[src/rtl/xsram_pkg.sv]
package xsram_pkg;

  typedef enum logic [2:0] {
    ST_IDLE, ST_RD_SETUP, ST_RD_WAIT, ST_RD_CAPTURE,
    ST_WR_SETUP, ST_WR_PULSE, ST_WR_HOLD, ST_TURN
  } xs_state_e;

  typedef struct packed {
    logic sel;
    logic we_n;
    logic oe_n;
    logic drive;
  } xs_pins_t;

  localparam xs_pins_t PINS_IDLE = '{sel: 1'b0, we_n: 1'b1, oe_n: 1'b1, drive: 1'b0};

  // time to cycles, rounded up, never below one
  function automatic int cyc_of(input int t_ps, input int clk_ps);
    int c;
    c = (t_ps + clk_ps - 1) / clk_ps;
    return (c < 1) ? 1 : c;
  endfunction

  function automatic int imax(input int a, input int b);
    return (a > b) ? a : b;
  endfunction

  function automatic xs_pins_t pins_of(input xs_state_e s);
    xs_pins_t p;
    p = PINS_IDLE;
    case (s)
      ST_RD_SETUP, ST_RD_WAIT: begin p.sel = 1'b1; p.oe_n = 1'b0; end
      ST_WR_SETUP, ST_WR_HOLD: begin p.sel = 1'b1; p.drive = 1'b1; end
      ST_WR_PULSE:             begin p.sel = 1'b1; p.drive = 1'b1; p.we_n = 1'b0; end
      default:                 p = PINS_IDLE;
    endcase
    return p;
  endfunction

endpackage

[src/rtl/xsram_tmr.sv]
module xsram_tmr #(
  parameter int CNT_W = 2
) (
  input  logic             clk,
  input  logic             rst_n,
  input  logic             ld,
  input  logic [CNT_W-1:0] ld_val,
  output logic             zero
);
  logic [CNT_W-1:0] cnt_q, cnt_d;
  logic             cnt_en;

  always_comb begin
    cnt_en = ld || (cnt_q != '0);
    cnt_d  = ld ? ld_val : cnt_q - 1'b1;
  end

  always_ff @(posedge clk or negedge rst_n) begin
    if (!rst_n)      cnt_q <= '0;
    else if (cnt_en) cnt_q <= cnt_d;
  end

  assign zero = (cnt_q == '0);
endmodule

[src/rtl/xsram_seq.sv]
module xsram_seq
  import xsram_pkg::*;
#(
  parameter int CNT_W   = 2,
  parameter int RDW_LEN = 2,
  parameter int WPL     = 2,
  parameter int WHL     = 1
) (
  input  logic             clk,
  input  logic             rst_n,
  input  logic             req_valid,
  input  logic             req_write,
  input  logic             tmr_zero,
  output xs_state_e        state,
  output xs_state_e        state_nxt,
  output logic             req_ready,
  output logic             accept,
  output logic             tmr_ld,
  output logic [CNT_W-1:0] tmr_ld_val
);
  localparam logic [CNT_W-1:0] RDW_LD = CNT_W'(RDW_LEN - 1);
  localparam logic [CNT_W-1:0] WP_LD  = CNT_W'(WPL - 1);
  localparam logic [CNT_W-1:0] WH_LD  = CNT_W'(WHL - 1);

  logic last_rd_q, last_rd_d, last_rd_en;

  assign req_ready = (state == ST_IDLE);
  assign accept    = req_valid && req_ready;

  always_comb begin
    state_nxt = state;
    case (state)
      ST_IDLE:       if (req_valid) state_nxt = !req_write ? ST_RD_SETUP :
                                                (last_rd_q ? ST_TURN : ST_WR_SETUP);
      ST_RD_SETUP:   state_nxt = ST_RD_WAIT;
      ST_RD_WAIT:    if (tmr_zero) state_nxt = ST_RD_CAPTURE;
      ST_RD_CAPTURE: state_nxt = ST_IDLE;
      ST_TURN:       state_nxt = ST_WR_SETUP;
      ST_WR_SETUP:   state_nxt = ST_WR_PULSE;
      ST_WR_PULSE:   if (tmr_zero) state_nxt = ST_WR_HOLD;
      ST_WR_HOLD:    if (tmr_zero) state_nxt = ST_IDLE;
      default:       state_nxt = ST_IDLE;
    endcase
  end

  always_comb begin
    tmr_ld = (state_nxt != state);
    case (state_nxt)
      ST_RD_WAIT:  tmr_ld_val = RDW_LD;
      ST_WR_PULSE: tmr_ld_val = WP_LD;
      ST_WR_HOLD:  tmr_ld_val = WH_LD;
      default:     tmr_ld_val = '0;
    endcase
  end

  always_comb begin
    last_rd_en = (state == ST_RD_CAPTURE) || (state_nxt == ST_WR_SETUP);
    last_rd_d  = (state == ST_RD_CAPTURE);
  end

  always_ff @(posedge clk or negedge rst_n) begin
    if (!rst_n) begin
      state     <= ST_IDLE;
      last_rd_q <= 1'b0;
    end else begin
      state <= state_nxt;
      if (last_rd_en) last_rd_q <= last_rd_d;
    end
  end


  busy_after_accept_chk: assert property (@(posedge clk) disable iff (!rst_n)
    accept |=> !req_ready);


  turn_before_write_chk: assert property (@(posedge clk) disable iff (!rst_n)
    (state == ST_TURN) |-> $past(state) == ST_IDLE);
endmodule

[src/rtl/xsram_pins.sv]
module xsram_pins
  import xsram_pkg::*;
#(
  parameter int ADDR_W = 17,
  parameter int DATA_W = 24,
  parameter int CNT_W  = 2,
  parameter int WPL    = 2
) (
  input  logic              clk,
  input  logic              rst_n,
  input  logic              accept,
  input  logic [ADDR_W-1:0] req_addr,
  input  logic [DATA_W-1:0] req_wdata,
  input  xs_state_e         state,
  input  xs_state_e         state_nxt,
  input  logic [DATA_W-1:0] mem_dq_in,
  output logic [DATA_W-1:0] rd_data,
  output logic              rd_valid,
  output logic [ADDR_W-1:0] mem_addr,
  output logic              mem_ce1_n,
  output logic              mem_ce2,
  output logic              mem_ce3_n,
  output logic              mem_we_n,
  output logic              mem_oe_n,
  output logic [DATA_W-1:0] mem_dq_out,
  output logic              mem_dq_oe
);
  localparam int WLC_W = CNT_W + 1;

  xs_pins_t pins_q;
  logic     cap;

  assign cap = (state == ST_RD_WAIT) && (state_nxt == ST_RD_CAPTURE);

  always_ff @(posedge clk or negedge rst_n) begin
    if (!rst_n) begin
      mem_addr   <= '0;
      mem_dq_out <= '0;
    end else if (accept) begin
      mem_addr   <= req_addr;
      mem_dq_out <= req_wdata;
    end
  end

  always_ff @(posedge clk or negedge rst_n) begin
    if (!rst_n) pins_q <= PINS_IDLE;
    else        pins_q <= pins_of(state_nxt);
  end

  always_ff @(posedge clk or negedge rst_n) begin
    if (!rst_n)   rd_data <= '0;
    else if (cap) rd_data <= mem_dq_in;
  end

  always_ff @(posedge clk or negedge rst_n) begin
    if (!rst_n) rd_valid <= 1'b0;
    else        rd_valid <= cap;
  end

  assign mem_ce1_n = ~pins_q.sel;
  assign mem_ce3_n = ~pins_q.sel;
  assign mem_ce2   =  pins_q.sel;
  assign mem_we_n  =  pins_q.we_n;
  assign mem_oe_n  =  pins_q.oe_n;
  assign mem_dq_oe =  pins_q.drive;

  // checker-side count of cycles with write-enable low
  logic [WLC_W-1:0] wl_cnt;
  always_ff @(posedge clk or negedge rst_n) begin
    if (!rst_n)                 wl_cnt <= '0;
    else if (mem_we_n)          wl_cnt <= '0;
    else if (wl_cnt != '1)      wl_cnt <= wl_cnt + 1'b1;
  end


  no_contention_chk: assert property (@(posedge clk) disable iff (!rst_n)
    mem_dq_oe |-> mem_oe_n);


  write_pins_chk: assert property (@(posedge clk) disable iff (!rst_n)
    !mem_we_n |-> (!mem_ce1_n && mem_oe_n && mem_dq_oe));


  write_stable_chk: assert property (@(posedge clk) disable iff (!rst_n)
    (!mem_we_n && $past(!mem_we_n)) |-> ($stable(mem_addr) && $stable(mem_dq_out)));


  we_pulse_len_chk: assert property (@(posedge clk) disable iff (!rst_n)
    $rose(mem_we_n) |-> (wl_cnt >= WLC_W'(WPL)));


  hold_after_we_chk: assert property (@(posedge clk) disable iff (!rst_n)
    $rose(mem_we_n) |-> mem_dq_oe);


  rd_valid_pulse_chk: assert property (@(posedge clk) disable iff (!rst_n)
    rd_valid |=> !rd_valid);
endmodule

[src/rtl/xsram_ctrl.sv]
module xsram_ctrl
  import xsram_pkg::*;
#(
  parameter int ADDR_W   = 17,
  parameter int DATA_W   = 24,
  parameter int CLK_PS   = 4000,
  parameter int T_AA_PS  = 10000,
  parameter int T_WC_PS  = 10000,
  parameter int T_PWE_PS = 7000,
  parameter int T_SD_PS  = 5000,
  parameter int T_HD_PS  = 0
) (
  input  logic              clk,
  input  logic              rst_n,
  input  logic              req_valid,
  output logic              req_ready,
  input  logic              req_write,
  input  logic [ADDR_W-1:0] req_addr,
  input  logic [DATA_W-1:0] req_wdata,
  output logic [DATA_W-1:0] rd_data,
  output logic              rd_valid,
  output logic [ADDR_W-1:0] mem_addr,
  output logic              mem_ce1_n,
  output logic              mem_ce2,
  output logic              mem_ce3_n,
  output logic              mem_we_n,
  output logic              mem_oe_n,
  output logic [DATA_W-1:0] mem_dq_out,
  input  logic [DATA_W-1:0] mem_dq_in,
  output logic              mem_dq_oe
);
  localparam int AA_CYC  = cyc_of(T_AA_PS, CLK_PS);
  localparam int WC_CYC  = cyc_of(T_WC_PS, CLK_PS);
  localparam int PWE_CYC = cyc_of(T_PWE_PS, CLK_PS);
  localparam int SD_CYC  = cyc_of(T_SD_PS, CLK_PS);
  localparam int HD_CYC  = cyc_of(T_HD_PS, CLK_PS);
  // read: one setup cycle plus the wait covers the access time
  localparam int RDW_LEN = imax(AA_CYC - 1, 1);
  // write: data is driven one cycle before the pulse, so the pulse covers setup-1
  localparam int WPL     = imax(imax(PWE_CYC, SD_CYC - 1), 1);
  localparam int WHL     = imax(imax(HD_CYC, WC_CYC - 1 - WPL), 1);
  localparam int MAXL    = imax(imax(RDW_LEN, WPL), WHL);
  localparam int CNT_W   = $clog2(MAXL + 1);

  logic             rst_s1, rst_sn;
  xs_state_e        state, state_nxt;
  logic             accept, tmr_ld, tmr_zero;
  logic [CNT_W-1:0] tmr_ld_val;

  // assert asynchronously, release on the clock
  always_ff @(posedge clk or negedge rst_n) begin
    if (!rst_n) begin
      rst_s1 <= 1'b0;
      rst_sn <= 1'b0;
    end else begin
      rst_s1 <= 1'b1;
      rst_sn <= rst_s1;
    end
  end

  xsram_tmr #(.CNT_W(CNT_W)) u_tmr (
    .clk(clk), .rst_n(rst_sn), .ld(tmr_ld), .ld_val(tmr_ld_val), .zero(tmr_zero)
  );

  xsram_seq #(.CNT_W(CNT_W), .RDW_LEN(RDW_LEN), .WPL(WPL), .WHL(WHL)) u_seq (
    .clk(clk), .rst_n(rst_sn), .req_valid(req_valid), .req_write(req_write),
    .tmr_zero(tmr_zero), .state(state), .state_nxt(state_nxt),
    .req_ready(req_ready), .accept(accept), .tmr_ld(tmr_ld), .tmr_ld_val(tmr_ld_val)
  );

  xsram_pins #(.ADDR_W(ADDR_W), .DATA_W(DATA_W), .CNT_W(CNT_W), .WPL(WPL)) u_pins (
    .clk(clk), .rst_n(rst_sn), .accept(accept), .req_addr(req_addr),
    .req_wdata(req_wdata), .state(state), .state_nxt(state_nxt),
    .mem_dq_in(mem_dq_in), .rd_data(rd_data), .rd_valid(rd_valid),
    .mem_addr(mem_addr), .mem_ce1_n(mem_ce1_n), .mem_ce2(mem_ce2),
    .mem_ce3_n(mem_ce3_n), .mem_we_n(mem_we_n), .mem_oe_n(mem_oe_n),
    .mem_dq_out(mem_dq_out), .mem_dq_oe(mem_dq_oe)
  );
endmodule

[config.mk]
export PLATFORM = sky130hd
export DESIGN_NAME = xsram_ctrl
export DESIGN_NICKNAME = d
export VERILOG_FILES = /design/src/rtl/xsram_pkg.sv /design/src/rtl/xsram_tmr.sv /design/src/rtl/xsram_seq.sv /design/src/rtl/xsram_pins.sv /design/src/rtl/xsram_ctrl.sv
export SDC_FILE = /design/constraint.sdc
export NUM_CORES = 1
export LEC_CHECK = 0
export ABC_AREA = 1
export BUFFER_PORTS_ARGS = -buffer_cell sky130_fd_sc_hd__clkbuf_2
export CORE_MARGIN = 10
export CORE_UTILIZATION = 25
export CTS_BUF_LIST = sky130_fd_sc_hd__clkbuf_4
export DETAILED_ROUTE_END_ITERATION = 8
export PLACE_DENSITY = 0.5
export SYNTH_ARGS = -nofsm -noshare
export SYNTH_HDL_FRONTEND = slang
export SYNTH_HIERARCHICAL = 1
export SYNTH_SLANG_ARGS = --single-unit
[constraint.sdc]
create_clock -name clk -period 2.55 [get_ports clk]
set_clock_uncertainty 0.1 [all_clocks]
set_input_delay 0.1275 -clock clk [delete_from_list [all_inputs] [get_ports clk]]
set_output_delay 0.1275 -clock clk [all_outputs]
set_load 0.01 [all_outputs]
# == Word level (Yosys, flattened, before mapping) ==
# Cells that the tools add are included.
# word_totals
ff_bits,78
latchBits,0
mem_bits_rw,0
rom_bits,0
in_bits,69
output_inout_bits,73
elab_cells,53
memories,0
# op_classes
addsub,1
multipliers,0
n_div,0
order_cmp,0
eq_ne,14
shifts,0
muxes,13
bitwise,1
reduce_logical,11
# op_table
operator,count
3-bit case mux with 8 select lines,1
3-bit equality test (second input constant),7
3-bit 2-to-1 mux,5
3-bit by 2-bit equality test with 1-bit output (second input constant),4
3-bit by 1-bit equality test with 1-bit output (second input constant),2
1-bit 2-to-1 mux,5
5-bit OR reduction,1
2-bit 2-to-1 mux,2
2-bit OR reduction,2
3-bit zero test,1
3-bit inequality test,1
3-bit OR reduction,1
1-bit logical AND,2
2-bit zero test,1
1-bit logical OR,2
2-bit nonzero test,1
2-bit by 1-bit subtractor with 2-bit output (second input constant),1
1-bit NOT,1

# == Depth between registers and ports, before layout ==
# Gate-level depths: netlist (run 1).
# logic_depth
depth_word,8
mapped_depth,14
ltp_nobuf,14

# == Hierarchy ==
# The synthesis (run 1) kept the hierarchy.
# modules_own_cells
module,instances,cells_each,area_each_um2,seq_area_each_um2
xsram_pins,1,214,2757.6,1754.2
xsram_seq,1,56,356.6,100.1
xsram_tmr,1,17,120.1,50.0
xsram_ctrl,1,3,53.8,50.0

# == Least setup slack after synthesis (run 1) ==
# OpenSTA, ideal clock, no wires.
# synth_path
path_kind,flip-flop to flip-flop
from,reg u_tmr.cnt_q[0]
to,reg u_pins.rd_data[10]
setup_ns,0.117
arrival_ns,1.571
required_time_ns,2.333
slack_ns,0.763
stages_incl_launch_ff,11
path_buffers,1
synth_period_minus_slack_ns,1.787
path_cell_list,dfrtp_1 inv_1 ha_1 inv_1 o21ai_1 nand2_1 nor2_2 nand3_4 buf_6 nand2_1 nand2_1
# synth_via
elab_chain_len,5
elab_cells_between_ends,7
classes_between,eq/ne: 1; mux: 4; reduce/logical: 2
# synth_lines
element,line_no,source
from (decl),xsram_tmr.sv:10,"logic [CNT_W-1:0] cnt_q, cnt_d;"
from (signal assigned),xsram_tmr.sv:20,else if (cnt_en) cnt_q <= cnt_d;
2-bit zero test (*),xsram_tmr.sv:23,assign zero = (cnt_q == '0);
via tmr_zero,xsram_ctrl.sv:47,"logic accept, tmr_ld, tmr_zero;"
3-bit 2-to-1 mux (on tied branches),"xsram_seq.sv:41, xsram_seq.sv:36, xsram_seq.sv:40",
3-bit case mux with 8 select lines (*),xsram_seq.sv:32,case (state)
via state_nxt[2],xsram_ctrl.sv:46,"xs_state_e state, state_nxt;"
3-bit by 2-bit equality test with 1-bit output (*),xsram_pins.sv:33,assign cap = (state == ST_RD_WAIT) && (state_nxt == ST_RD_CAPTURE);
1-bit logical AND (*),xsram_pins.sv:33,
to (signal assigned),xsram_pins.sv:52,else if (cap) rd_data <= mem_dq_in;
to (decl),xsram_pins.sv:17,"output logic [DATA_W-1:0] rd_data,"
# Mark *: on every way through the listed nets, which the timed path passes. The rest lies on a longest branch.
# A chain may end at the register's enable or synchronous reset.

# == Worst setup path after layout (run 1) ==
# layout_path
from,reg u_tmr.cnt_q[0]
to,reg u_pins.rd_data[19]
# Same word-level chain as after synthesis.

==> results.tsv, run 1 <==
stage	metric	value	unit
status	run_status	completed	
detailed_routing	vias	2730	
sta	tns	0	ns
sta	worst_pin_slew	0.539	ns
detailed_routing	drc	0	
worst_hold_path	hold_path_startpoint	req_write	
detailed_routing	drt_iter0_markers	97	
detailed_routing	viasPerCell	4.04	
floorplanning	ios	142	
setup_path	crit_family	simple AND/OR/NAND/NOR gates	
setup_path	crit_chain	inv_1 > ha_1 > inv_1 > nand2_1 > nand2_1 > nand2_1 > nor2_1 > inv_2 > nand2_2 > clkinv_2 > nand3_4 > nand2_1 > nand2_1	
floorplanning	core	12800	sq um
setup_path	max_stage_delay	0.39	ns
sta	setup_viol	0	
synthesis	synth_area_per_cell	11.3	sq um
clock_network	cts_resized	0	
setup_path	crit_arrival	2.39	ns
worst_hold_path	hold_class	input pin to flip-flop	
placement	dp_slack	0.466	ns
floorplanning	die_w	135	um
clock_network	clk_pin_slew	0.12	ns
sta	rsz0062_at_grt	no	
sta	drv_slew	0	
setup_path	critPathRequiredTime	2.82	ns
clock_network	cts_hold_buf	67	
sta	min_period	2.12	ns
clock_network	clkSinkCount	78	
power_and_ir_drop	p_leak	2.57	nW
power_and_ir_drop	pwr_density_cell	1070	nW/um^2
placement	gp_congestion	0.735	
worst_hold_path	holdPathEnd	u_seq/state[0]	
synthesis	seq_area_frac_synth	59.4	%
sta	slew_headroom	64.1	%
floorplanning	row_count	41	
setup_path	crit_path_frequent_cell	nand2_1	
sta	setup_slack	0.429	ns
setup_path	r2r_cells	13	
cells_and_area	antennaDiodeCount	0	
global_route	antenna_found_initial	0	
global_route	grt_overflow	0	
floorplanning	start_util	25.7	%
setup_path	start_kind	flip-flop	
cells_and_area	syn_to_final_growth	50.8	%
clock_network	cts_made_buffers	9	
synthesis	synth_nets	360	
placement	io_buffers	141	
setup_path	crit_type	flip-flop to flip-flop	
global_route	grt_max_degree	42	
cells_and_area	layout-drive-gt1-share	41.9	%
synthesis	ys.warnings.count	6	
clock_network	cts_root_buffer	clkbuf_4	
sta	hold_viol	0	
setup_path	cp_max_fo	25	
floorplanning	chipHeight	135	um
setup_path	timing.rr.start	u_tmr/cnt_q[0]	
setup_path	r2r_setup_slack	0.43	ns
worst_hold_path	min_path_cells	6	
sta	fmax	0.471	GHz
global_route	grt.total_usage	10.6	%
cells_and_area	layout_commonest_cell	clkbuf_2	
placement	dp_hpwl	6550	um
clock_network	post_cts_buffers	0	
cells_and_area	nets	568	
synthesis	syn_area	3290	sq um
setup_path	path_buf_inv	4	
detailed_routing	dr.pass1.iters	4	
setup_path	end_kind	flip-flop	
global_route	grt_pass1_vias	2932	
detailed_routing	ant_nets	0	
global_route	grt_pass1_wl	15400	um
sta	min_period_over_period	83.2	%
setup_path	cp_slowest_cell	dfrtp_1	
detailed_routing	routedWlPerCell	14.0	um
floorplanning	die_area	18100	sq um
synthesis	syn_inst	290	
setup_path	r2r_end	u_pins/rd_data[19]	
detailed_routing	drt-total-wl	9440	um
clock_network	cts_tree	built	
power_and_ir_drop	ir_drop	0.321	mV
clock_network	clk_path_buf_depth	2	
synthesis	yosysUniqueCellTypes	27	
clock_network	htree_levels	3	
clock_network	clk_latency	0.43	ns
flow_run	max_cap_viol_count	0	
synthesis	synth-seq-cells	78	
cells_and_area	final_cell_mix	clkbuf_2, dfrtp_1, nand2_1	
[worst reg2reg max path: stages (launching register included)]
cell and delay, ns:
dfrtp_1 0.39, inv_1 0.05, ha_1 0.27, inv_1 0.14, nand2_1 0.07, nand2_1 0.08, nand2_1 0.05, nor2_1 0.18
inv_2 0.09, nand2_2 0.12, clkinv_2 0.10, nand3_4 0.26, nand2_1 0.12, nand2_1 0.07
[flip-flops by register name, indices dropped and copies added, names as in the netlist]
register / flops
u_tmr/cnt_q: 2
u_seq/state: 3
u_pins/mem_ce2: 1
u_seq/last_rd_q: 1
rst_sn: 1
rst_s1: 1
u_pins/mem_we_n: 1
u_pins/mem_dq_oe: 1
u_pins/mem_oe_n: 1
u_pins/rd_valid: 1
u_pins/mem_dq_out: 24
u_pins/rd_data: 24
u_pins/mem_addr: 17
[cell usage after synthesis]
| cell | number | area [sq um] |
|---|---|---|
| dfrtp_1 | 76 | 1900 |
| nand2_1 | 75 | 282 |
| mux2_2 | 34 | 383 |
| nand3_1 | 28 | 140 |
| inv_1 | 15 | 56.3 |
| buf_6 | 11 | 124 |
| nor2_1 | 9 | 33.8 |
| mux2_1 | 7 | 78.8 |
| nor2_2 | 4 | 25.0 |
| a21oi_1 | 3 | 15.0 |
| buf_4 | 3 | 22.5 |
| inv_2 | 3 | 11.3 |
| conb_1 | 2 | 7.51 |
| dfstp_2 | 2 | 52.6 |
| nand2_2 | 2 | 12.5 |
| nand3_2 | 2 | 20.0 |
| nand3b_1 | 2 | 15.0 |
| nor2_4 | 2 | 22.5 |
| o21ai_0 | 2 | 10.0 |
| clkbuf_8 | 1 | 13.8 |
| clkinv_2 | 1 | 5.00 |
| ha_1 | 1 | 12.5 |
| nand3_4 | 1 | 17.5 |
| nand4_1 | 1 | 6.26 |
| o211ai_1 | 1 | 7.51 |
| o21ai_1 | 1 | 5.00 |
| o31ai_1 | 1 | 7.51 |
[report_power, final]
part / switching [mW] / total, mW / leakage, nW / internal [mW]
registers: 0.332 / 2.10 / 0.964 / 1.77
clock network: 0.419 / 0.932 / 0.0961 / 0.513
logic: 1.26 / 2.28 / 1.51 / 1.02
[routing by layer]
| layer | up-vias | wire, um | track usage (%) |
|---|---|---|---|
| met1 | 1282 | 3970 | 12.0 |
| li1 | 1351 | - | - |
| met5 | - | 0 | 0 |
| met3 | 11 | 693 | 3.75 |
| met2 | 86 | 4640 | 17.7 |
| met4 | 0 | 137 | 4.59 |
[area by class of cell]
cell class / instances / area (sq um)
Inverter: 19 / 72.6
Tap cell: 172 / 215
Fill cell: 1226 / 7820
Sequential cell: 78 / 1960
Timing Repair Buffer: 212 / 1430
Clock buffer: 11 / 82.6
Clock inverter: 5 / 97.6
Multi-Input combinational cell: 178 / 1100
[cell families after synthesis]
group	synth area share, %
AND/OR/NAND/NOR	17.5
flip-flops	59.4
other	0.228
multiplexers	14.0
buffers and inverters	7.08
AO/OA/AOI/OAI	1.37
adder cells (fa/ha/maj)	0.380
[worst max path at each step]
stage / cells past startpoint / start / to
CTS: 9 / u_tmr/cnt_q[0] / u_pins/rd_data[16]
detailed placement: 9 / u_tmr/cnt_q[0] / u_pins/rd_data[16]
global route: 9 / u_tmr/cnt_q[0] / u_pins/rd_data[19]
floorplan: 0 / rst_sn / u_pins/mem_addr[0]
global placement: 13 / u_tmr/cnt_q[0] / u_pins/rd_data[1]
finish: 13 / u_tmr/cnt_q[0] / u_pins/rd_data[19]
[per-stage QoR]
stage	cells	cell area (sq um)	power (mW)	hold slack [ns]	utilization [%]
after floorplan	290	3290	3.58	-0.268	-
after global placement	592	4110	4.33	-0.187	32.2
after detailed placement	592	4110	4.38	-0.182	32.2
after CTS	675	4960	5.44	0.0323	38.8
after global routing	675	4960	5.76	0.126	38.8
final	675	4960	5.31	0.0915	38.8
(Power assumes the default switching activity.)
==> run 2, diff against run 1 <==
--- a/config.mk
+++ b/config.mk
@@ -5,13 +5,13 @@
 export SDC_FILE = /design/constraint.sdc
 export NUM_CORES = 1
 export LEC_CHECK = 0
-export ABC_AREA = 1
+export ABC_AREA = 0
 export BUFFER_PORTS_ARGS = -buffer_cell sky130_fd_sc_hd__clkbuf_2
 export CORE_MARGIN = 10
 export CORE_UTILIZATION = 25
 export CTS_BUF_LIST = sky130_fd_sc_hd__clkbuf_4
 export DETAILED_ROUTE_END_ITERATION = 8
-export PLACE_DENSITY = 0.5
+export PLACE_DENSITY = 0.51
 export SYNTH_ARGS = -nofsm -noshare
 export SYNTH_HDL_FRONTEND = slang
 export SYNTH_HIERARCHICAL = 1
==> constraint.sdc (replaced) <==
create_clock -name clk -period 1.75 [get_ports clk]
set_clock_uncertainty 0.1 [all_clocks]
set_input_delay 0.0875 -clock clk [delete_from_list [all_inputs] [get_ports clk]]
set_output_delay 0.0875 -clock clk [all_outputs]
set_load 0.01 [all_outputs]
==> run 2 against run 1 <==
Largest power group unchanged. Total power grew 80%. Design area grew 12%. Worst setup slack lost 0.79 ns. Register-to-register slack lost 0.79 ns. Global-route usage grew 0.75 points. Flip-flop and latch count is the same. Sequential share of layout area shrank 4.1 points. Critical path depth shrank 3. The flow now finishes with violations (setup timing). Routed wire length grew 5.4%. Sequential power grew 53%. Largest cell class unchanged.
==> results.tsv, run 2 <==
stage	metric	value	unit
power_and_ir_drop	totalPowerFinal	9.55	mW
status	violations	setup timing	
floorplanning	die_area	17600	sq um
status	run_status	finished, violations left	
power_and_ir_drop	ir_drop	1.04	mV
cells_and_area	syn_to_final_growth	74.7	%
detailed_routing	drt_iter0_markers	59	
synthesis	syn_area	3170	sq um
setup_path	cp_slowest_cell	dfrtp_1	
global_route	antenna_found_initial	0	
synthesis	syn_inst	204	
synthesis	ys.flop_type	dfrtp_1	
flow_run	max_cap_viol_count	0	
sta	setup_slack	-0.358	ns
clock_network	cts_tree	built	
clock_network	clkSinkCount	78	
detailed_routing	drt-total-wl	9950	um
setup_path	crit_path_frequent_cell	inv_2	
floorplanning	start_util	25.3	%
clock_network	cts_root_buffer	clkbuf_4	
synthesis	synth-seq-cells	78	
setup_path	crit_arrival	2.36	ns
sta	fmax	0.474	GHz
setup_path	critPathRequiredTime	2.00	ns
power_and_ir_drop	p_leak	2.85	nW
cells_and_area	multi_input_area	1320	sq um
global_route	grt_pass1_wl	15800	um
global_route	grt.total_usage	11.4	%
cells_and_area	final_cell_mix	clkbuf_2, dfrtp_1, dlygate4sd3_1	
setup_path	start_kind	flip-flop	
sta	min_period	2.11	ns
synthesis	synthDominantCellAreaShare	60.0	%
clock_network	cts_made_buffers	9	
placement	io_buffers	141	
detailed_routing	dr.pass1.iters	4	
sta	rsz0062_at_grt	yes	
synthesis	synth_edf_count	0	
placement	gp_congestion	0.720	
sta	setup_viol	63	
cells_and_area	nets	517	
clock_network	clk_path_buf_depth	2	
clock_network	clk_latency	0.44	ns
floorplanning	ios	142	
setup_path	crit_chain	inv_2 > ha_4 > nand2_4 > o21ai_2 > nor2b_4 > inv_2 > nor4b_4 > nand3_4 > buf_16 > mux2_4	
cells_and_area	fillers	1171	
floorplanning	chipHeight	133	um
cells_and_area	layout_commonest_cell	clkbuf_2	
cells_and_area	regArea	1960	sq um
detailed_routing	routedWlPerCell	15.9	um
detailed_routing	viasPerCell	4.05	
synthesis	synth_area_leaders	dfrtp_1, mux2_2, mux2_4, dfstp_2, buf_6	
synthesis	seq_area_frac_synth	61.6	%
synthesis	ys.warnings.count	6	
synthesis	synth_area_per_cell	15.5	sq um
floorplanning	die_w	133	um
synthesis	yosysUniqueCellTypes	37	
synthesis	synth_common_cells	dfrtp_1, mux2_2, mux2_4	
floorplanning	core	12500	sq um
synthesis	synthArstFlopShare	100	%
setup_path	crit_type	flip-flop to flip-flop	
placement	dp_hpwl	6140	um
setup_path	cp_max_fo	12	
setup_path	end_kind	flip-flop	
sta	drv_slew	0	
floorplanning	row_count	41	
sta	slew_headroom	63.0	%
synthesis	yosysMostFrequentCell	dfrtp_1	
detailed_routing	drc	0	
worst_hold_path	hold_class	input pin to flip-flop	
sta	worst_pin_slew	0.555	ns
detailed_routing	ant_nets	0	
global_route	grt_max_degree	43	
detailed_routing	vias	2526	
global_route	grt_pass1_vias	2864	
clock_network	clk_pin_slew	0.13	ns
clock_network	htree_levels	3	
cells_and_area	layout-drive-gt1-share	62.2	%
cells_and_area	antennaDiodeCount	0	
sta	min_period_over_period	120	%
power_and_ir_drop	pwr_density_cell	1720	nW/um^2
global_route	grt_overflow	0	
synthesis	yosysTopAreaCell	dfrtp_1	
setup_path	max_stage_delay	0.40	ns
placement	dpl_cell_area	4230	sq um
sta	hold_viol	0	
sta	tns	-10.27	ns
cells_and_area	top_regs	u_pins/mem_dq_out (24), u_pins/rd_data (24), u_pins/mem_addr (17)	
synthesis	synth_nets	274	
cells_and_area	postLayoutCellArea	5540	sq um
## run 2: power by group
| group | total [mW] | leakage [nW] | switching, mW | internal (mW) |
|---|---|---|---|---|
| registers | 3.21 | 0.955 | 0.521 | 2.69 |
| logic | 4.80 | 1.79 | 2.03 | 2.77 |
| clock network | 1.54 | 0.111 | 0.653 | 0.883 |
## run 2: kinds of logic (layout without fill, tap and decap cells)
family,after synthesis,after routing,share of synthesized area [%]
buf+inv,20,268,3.83
fa+ha+maj,1,1,0.395
xor+xnor,4,4,1.11
flops,78,78,61.6
mux,65,65,25.3
other cells,2,2,0.237
compound gates,11,11,2.68
simple gates,23,23,4.78
## run 2: stage by stage
step                hold WS [ns]  util [%]  setup WS (ns)  instances
floorplan                 -0.308         -         -0.426        204
global placement          -0.226      33.8         -0.326        528
detailed placement        -0.222      33.8         -0.368        528
CTS                       0.0430      43.8         -0.369        620
global route              0.0956      44.3         -0.438        624
finish                     0.116      44.3         -0.358        624
## run 2: cell type report
cell class / count / area share (%)
repair buffers: 244 / 32.6
clock inverters: 6 / 2.42
clock buffers: 10 / 1.36
multi-input cells: 106 / 23.8
flip-flops and latches: 78 / 35.4
inverters: 8 / 0.542
well taps: 172 / 3.88
## run 2: timing repair
action / in CTS / in global routing
hold endpoints to repair: 67 / 0
cloned: 6 / 1
hold buffers: 67 / 0
setup endpoints to repair: 65 / 73
gates resized for setup: 44 / 21
pin swaps: 2 / 1
setup buffers: 3 / 7
## run 2: path summary, 6_finish.rpt
check / start / endpoint / depth (start not counted) / slack (ns)
worst min-delay path: req_write / u_seq/last_rd_q / 4 / 0.12
worst max-delay path: u_tmr/cnt_q[1] / u_pins/rd_data[5] / 10 / -0.36
worst min register to register: rst_sn / u_pins/mem_dq_out[21] / 1 / 0.24
min in group asynchronous: rst_sn / u_pins/mem_dq_out[21] / 1 / 0.24
max in group asynchronous: rst_sn / u_seq/state[1] / 1 / 0.85
worst max register to register: u_tmr/cnt_q[1] / u_pins/rd_data[5] / 10 / -0.36
## run 2: per-layer routing
metal | part of all wire, % | global-route usage (%) | vias up
met3 | 6.5 | 4.31 | 13
met1 | 41 | 12.5 | 1247
met4 | 1.7 | 5.13 | 0
met2 | 51 | 19.1 | 83
li1 | - | - | 1183
met5 | 0 | 0 | -
## run 2: critical path, delay by kind of cell, from the launching register on
kind / cells / cell delay, ns
DFF: 1 / 0.40
AOI/OAI and AO/OA: 1 / 0.10
adders and majority gates: 1 / 0.14
buffers and inverters: 3 / 0.33
and+or+nand+nor: 4 / 0.64
muxes: 1 / 0.29
==> run 3, diff against run 2 <==
==> constraint.sdc (replaced) <==
create_clock -name clk -period 1.75 [get_ports clk]
set_clock_uncertainty 0.1 [all_clocks]
set_input_delay 0 -clock clk [delete_from_list [all_inputs] [get_ports clk]]
set_output_delay 0 -clock clk [all_outputs]
set_load 0.01 [all_outputs]
==> run 3 against run 2 <==
The run still ends with setup timing left. Design area rose by 0.32%. Largest cell class unchanged. Highest routed layer unchanged. Critical path type unchanged. Maximum frequency barely moved. Critical endpoint is now u_pins/rd_data[6]. Utilization rose by 0.14 points. Critical path depth unchanged.
==> results.tsv, run 3 (synthesis gave the netlist of run 2 again) <==
stage	metric	value	unit
status	run_status	finished, violations left	
status	violations	setup timing	
placement	dpl_cell_area	4230	sq um
setup_path	crit_type	flip-flop to flip-flop	
global_route	grt_overflow	0	
global_route	antenna_found_initial	0	
clock_network	cts_tree	built	
clock_network	clk_latency	0.44	ns
floorplanning	die_area	17600	sq um
cells_and_area	nets	517	
worst_hold_path	min_path_cells	3	
floorplanning	die_w	133	um
clock_network	cts_root_buffer	clkbuf_4	
clock_network	clk_path_buf_depth	2	
global_route	grt.total_usage	11.5	%
setup_path	r2r_cells	10	
global_route	grt_max_degree	43	
worst_hold_path	hold_path_startpoint	mem_dq_in[18]	
clock_network	cts_made_buffers	9	
clock_network	clkSinkCount	78	
worst_hold_path	holdPathEnd	u_pins/rd_data[18]	
detailed_routing	routedWlPerCell	16.1	um
cells_and_area	final_util	44.4	%
floorplanning	start_util	25.3	%
setup_path	crit_chain	inv_2 > ha_4 > nand2_4 > o21ai_2 > nor2b_4 > inv_2 > nor4b_4 > nand3_4 > buf_16 > mux2_4	
setup_path	crit_arrival	2.36	ns
setup_path	path_buf_inv	3	
floorplanning	core	12500	sq um
clock_network	htree_levels	3	
placement	dp_hpwl	6140	um
detailed_routing	drt-total-wl	10000	um
power_and_ir_drop	ir_drop	1.04	mV
sta	min_period	2.11	ns
sta	min_period_over_period	121	%
sta	tns	-10.78	ns
cells_and_area	top_regs	u_pins/mem_dq_out (24), u_pins/rd_data (24), u_pins/mem_addr (17)	
setup_path	cp.depth	10	
detailed_routing	viasPerCell	4.06	
floorplanning	row_count	41	
power_and_ir_drop	totalPowerFinal	9.56	mW
setup_path	cp_slowest_cell	dfrtp_1	
detailed_routing	drt_iter0_markers	67	
global_route	grt_pass1_vias	2884	
sta	rsz0062_at_grt	yes	
detailed_routing	drc	0	
setup_path	max_stage_delay	0.40	ns
setup_path	crit_path_frequent_cell	inv_2	
setup_path	r2r_setup_slack	-0.36	ns
placement	io_buffers	141	
detailed_routing	vias	2532	
cells_and_area	layout-drive-gt1-share	61.7	%
power_and_ir_drop	pwr_density_cell	1720	nW/um^2
setup_path	timing.rr.start	u_tmr/cnt_q[1]	
flow_run	max_cap_viol_count	0	
floorplanning	chipHeight	133	um
setup_path	start_kind	flip-flop	
cells_and_area	syn_to_final_growth	75.3	%
setup_path	cp_max_fo	12	
cells_and_area	postLayoutCellArea	5560	sq um
detailed_routing	dr.pass1.iters	4	
sta	setup_viol	55	
sta	fmax	0.474	GHz
clock_network	clk_pin_slew	0.13	ns
global_route	grt_pass1_wl	16000	um
sta	setup_slack	-0.359	ns
sta	drv_slew	0	
floorplanning	ios	142	
sta	hold_viol	0	
setup_path	end_kind	flip-flop	
setup_path	critPathRequiredTime	2.00	ns
power_and_ir_drop	p_leak	2.85	nW
worst_hold_path	hold_class	input pin to flip-flop	
cells_and_area	antennaDiodeCount	0	
cells_and_area	layout_commonest_cell	clkbuf_2	
sta	worst_pin_slew	0.554	ns
cells_and_area	final_cell_mix	clkbuf_2, dfrtp_1, dlygate4sd3_1	
setup_path	r2r_end	u_pins/rd_data[6]	
placement	gp_congestion	0.720	
sta	slew_headroom	63.1	%
detailed_routing	ant_nets	0	
setup_path	crit_family	simple AND/OR/NAND/NOR gates	
run 3: cell types whose count changed in the layout (fill, tap and decap cells not counted):
cell,change
buf_4,-2
buf_6,-2
dlygate4sd3_1,+2
buf_12,+1
buf_8,+1
run 3: cell type report:
| type | instances | area [sq um] |
|---|---|---|
| multi-input cells | 106 | 1320 |
| well taps | 172 | 215 |
| repair buffers | 244 | 1820 |
| inverters | 8 | 30.0 |
| clock buffers | 10 | 75.1 |
| clock inverters | 6 | 134 |
| fillers | 1169 | 6960 |
| flip-flops and latches | 78 | 1960 |
run 3: worst max-delay path by stage:
stage	from	end	slack (ns)
after floorplan	u_tmr/cnt_q[0]	u_pins/rd_data[14]	-0.43
after global placement	u_tmr/cnt_q[1]	u_pins/rd_data[19]	-0.33
after detailed placement	u_tmr/cnt_q[0]	u_pins/rd_data[8]	-0.37
after CTS	u_tmr/cnt_q[0]	u_pins/rd_data[7]	-0.37
after global routing	u_tmr/cnt_q[1]	u_pins/rd_data[11]	-0.44
final	u_tmr/cnt_q[1]	u_pins/rd_data[6]	-0.36
run 3: where the power goes:
part	total [mW]	switching (mW)	internal [mW]
Sequential	3.21	0.523	2.69
Clock	1.54	0.655	0.883
Combinational	4.81	2.04	2.78
Total	9.56	3.21	6.35
run 3: per-stage QoR:
step,hold slack (ns),setup slack (ns),std cells
final,0.201,-0.359,624
after global routing,0.166,-0.438,624
after CTS,0.144,-0.369,622
after detailed placement,-0.310,-0.368,528
after global placement,-0.313,-0.326,528
after floorplan,-0.396,-0.426,204
run 3: worst register-to-register path, stage by stage, from the launching register on:
cell     delay (ns)
dfrtp_1        0.40
inv_2          0.07
ha_4           0.14
nand2_4        0.04
o21ai_2        0.10
nor2b_4        0.17
inv_2          0.06
nor4b_4        0.25
nand3_4        0.18
buf_16         0.20
mux2_4         0.30
run 3: metal layers:
layer / share of wire [%] / wire (um) / GRT usage [%]
met5: 0 / 0 / 0
met4: 1.7 / 166 / 5.13
met3: 6.5 / 649 / 4.31
met2: 51 / 5110 / 19.4
met1: 41 / 4100 / 12.5
run 3: repair_timing:
item / 4_1_cts / 5_1_grt
pin swaps: 2 / 1
endpoints found under the hold margin: 68 / 0
buffers inserted: 3 / 4
setup endpoints to repair: 65 / 73
gates cloned: 6 / 1
resized for setup: 44 / 18
hold buffers: 69 / 0
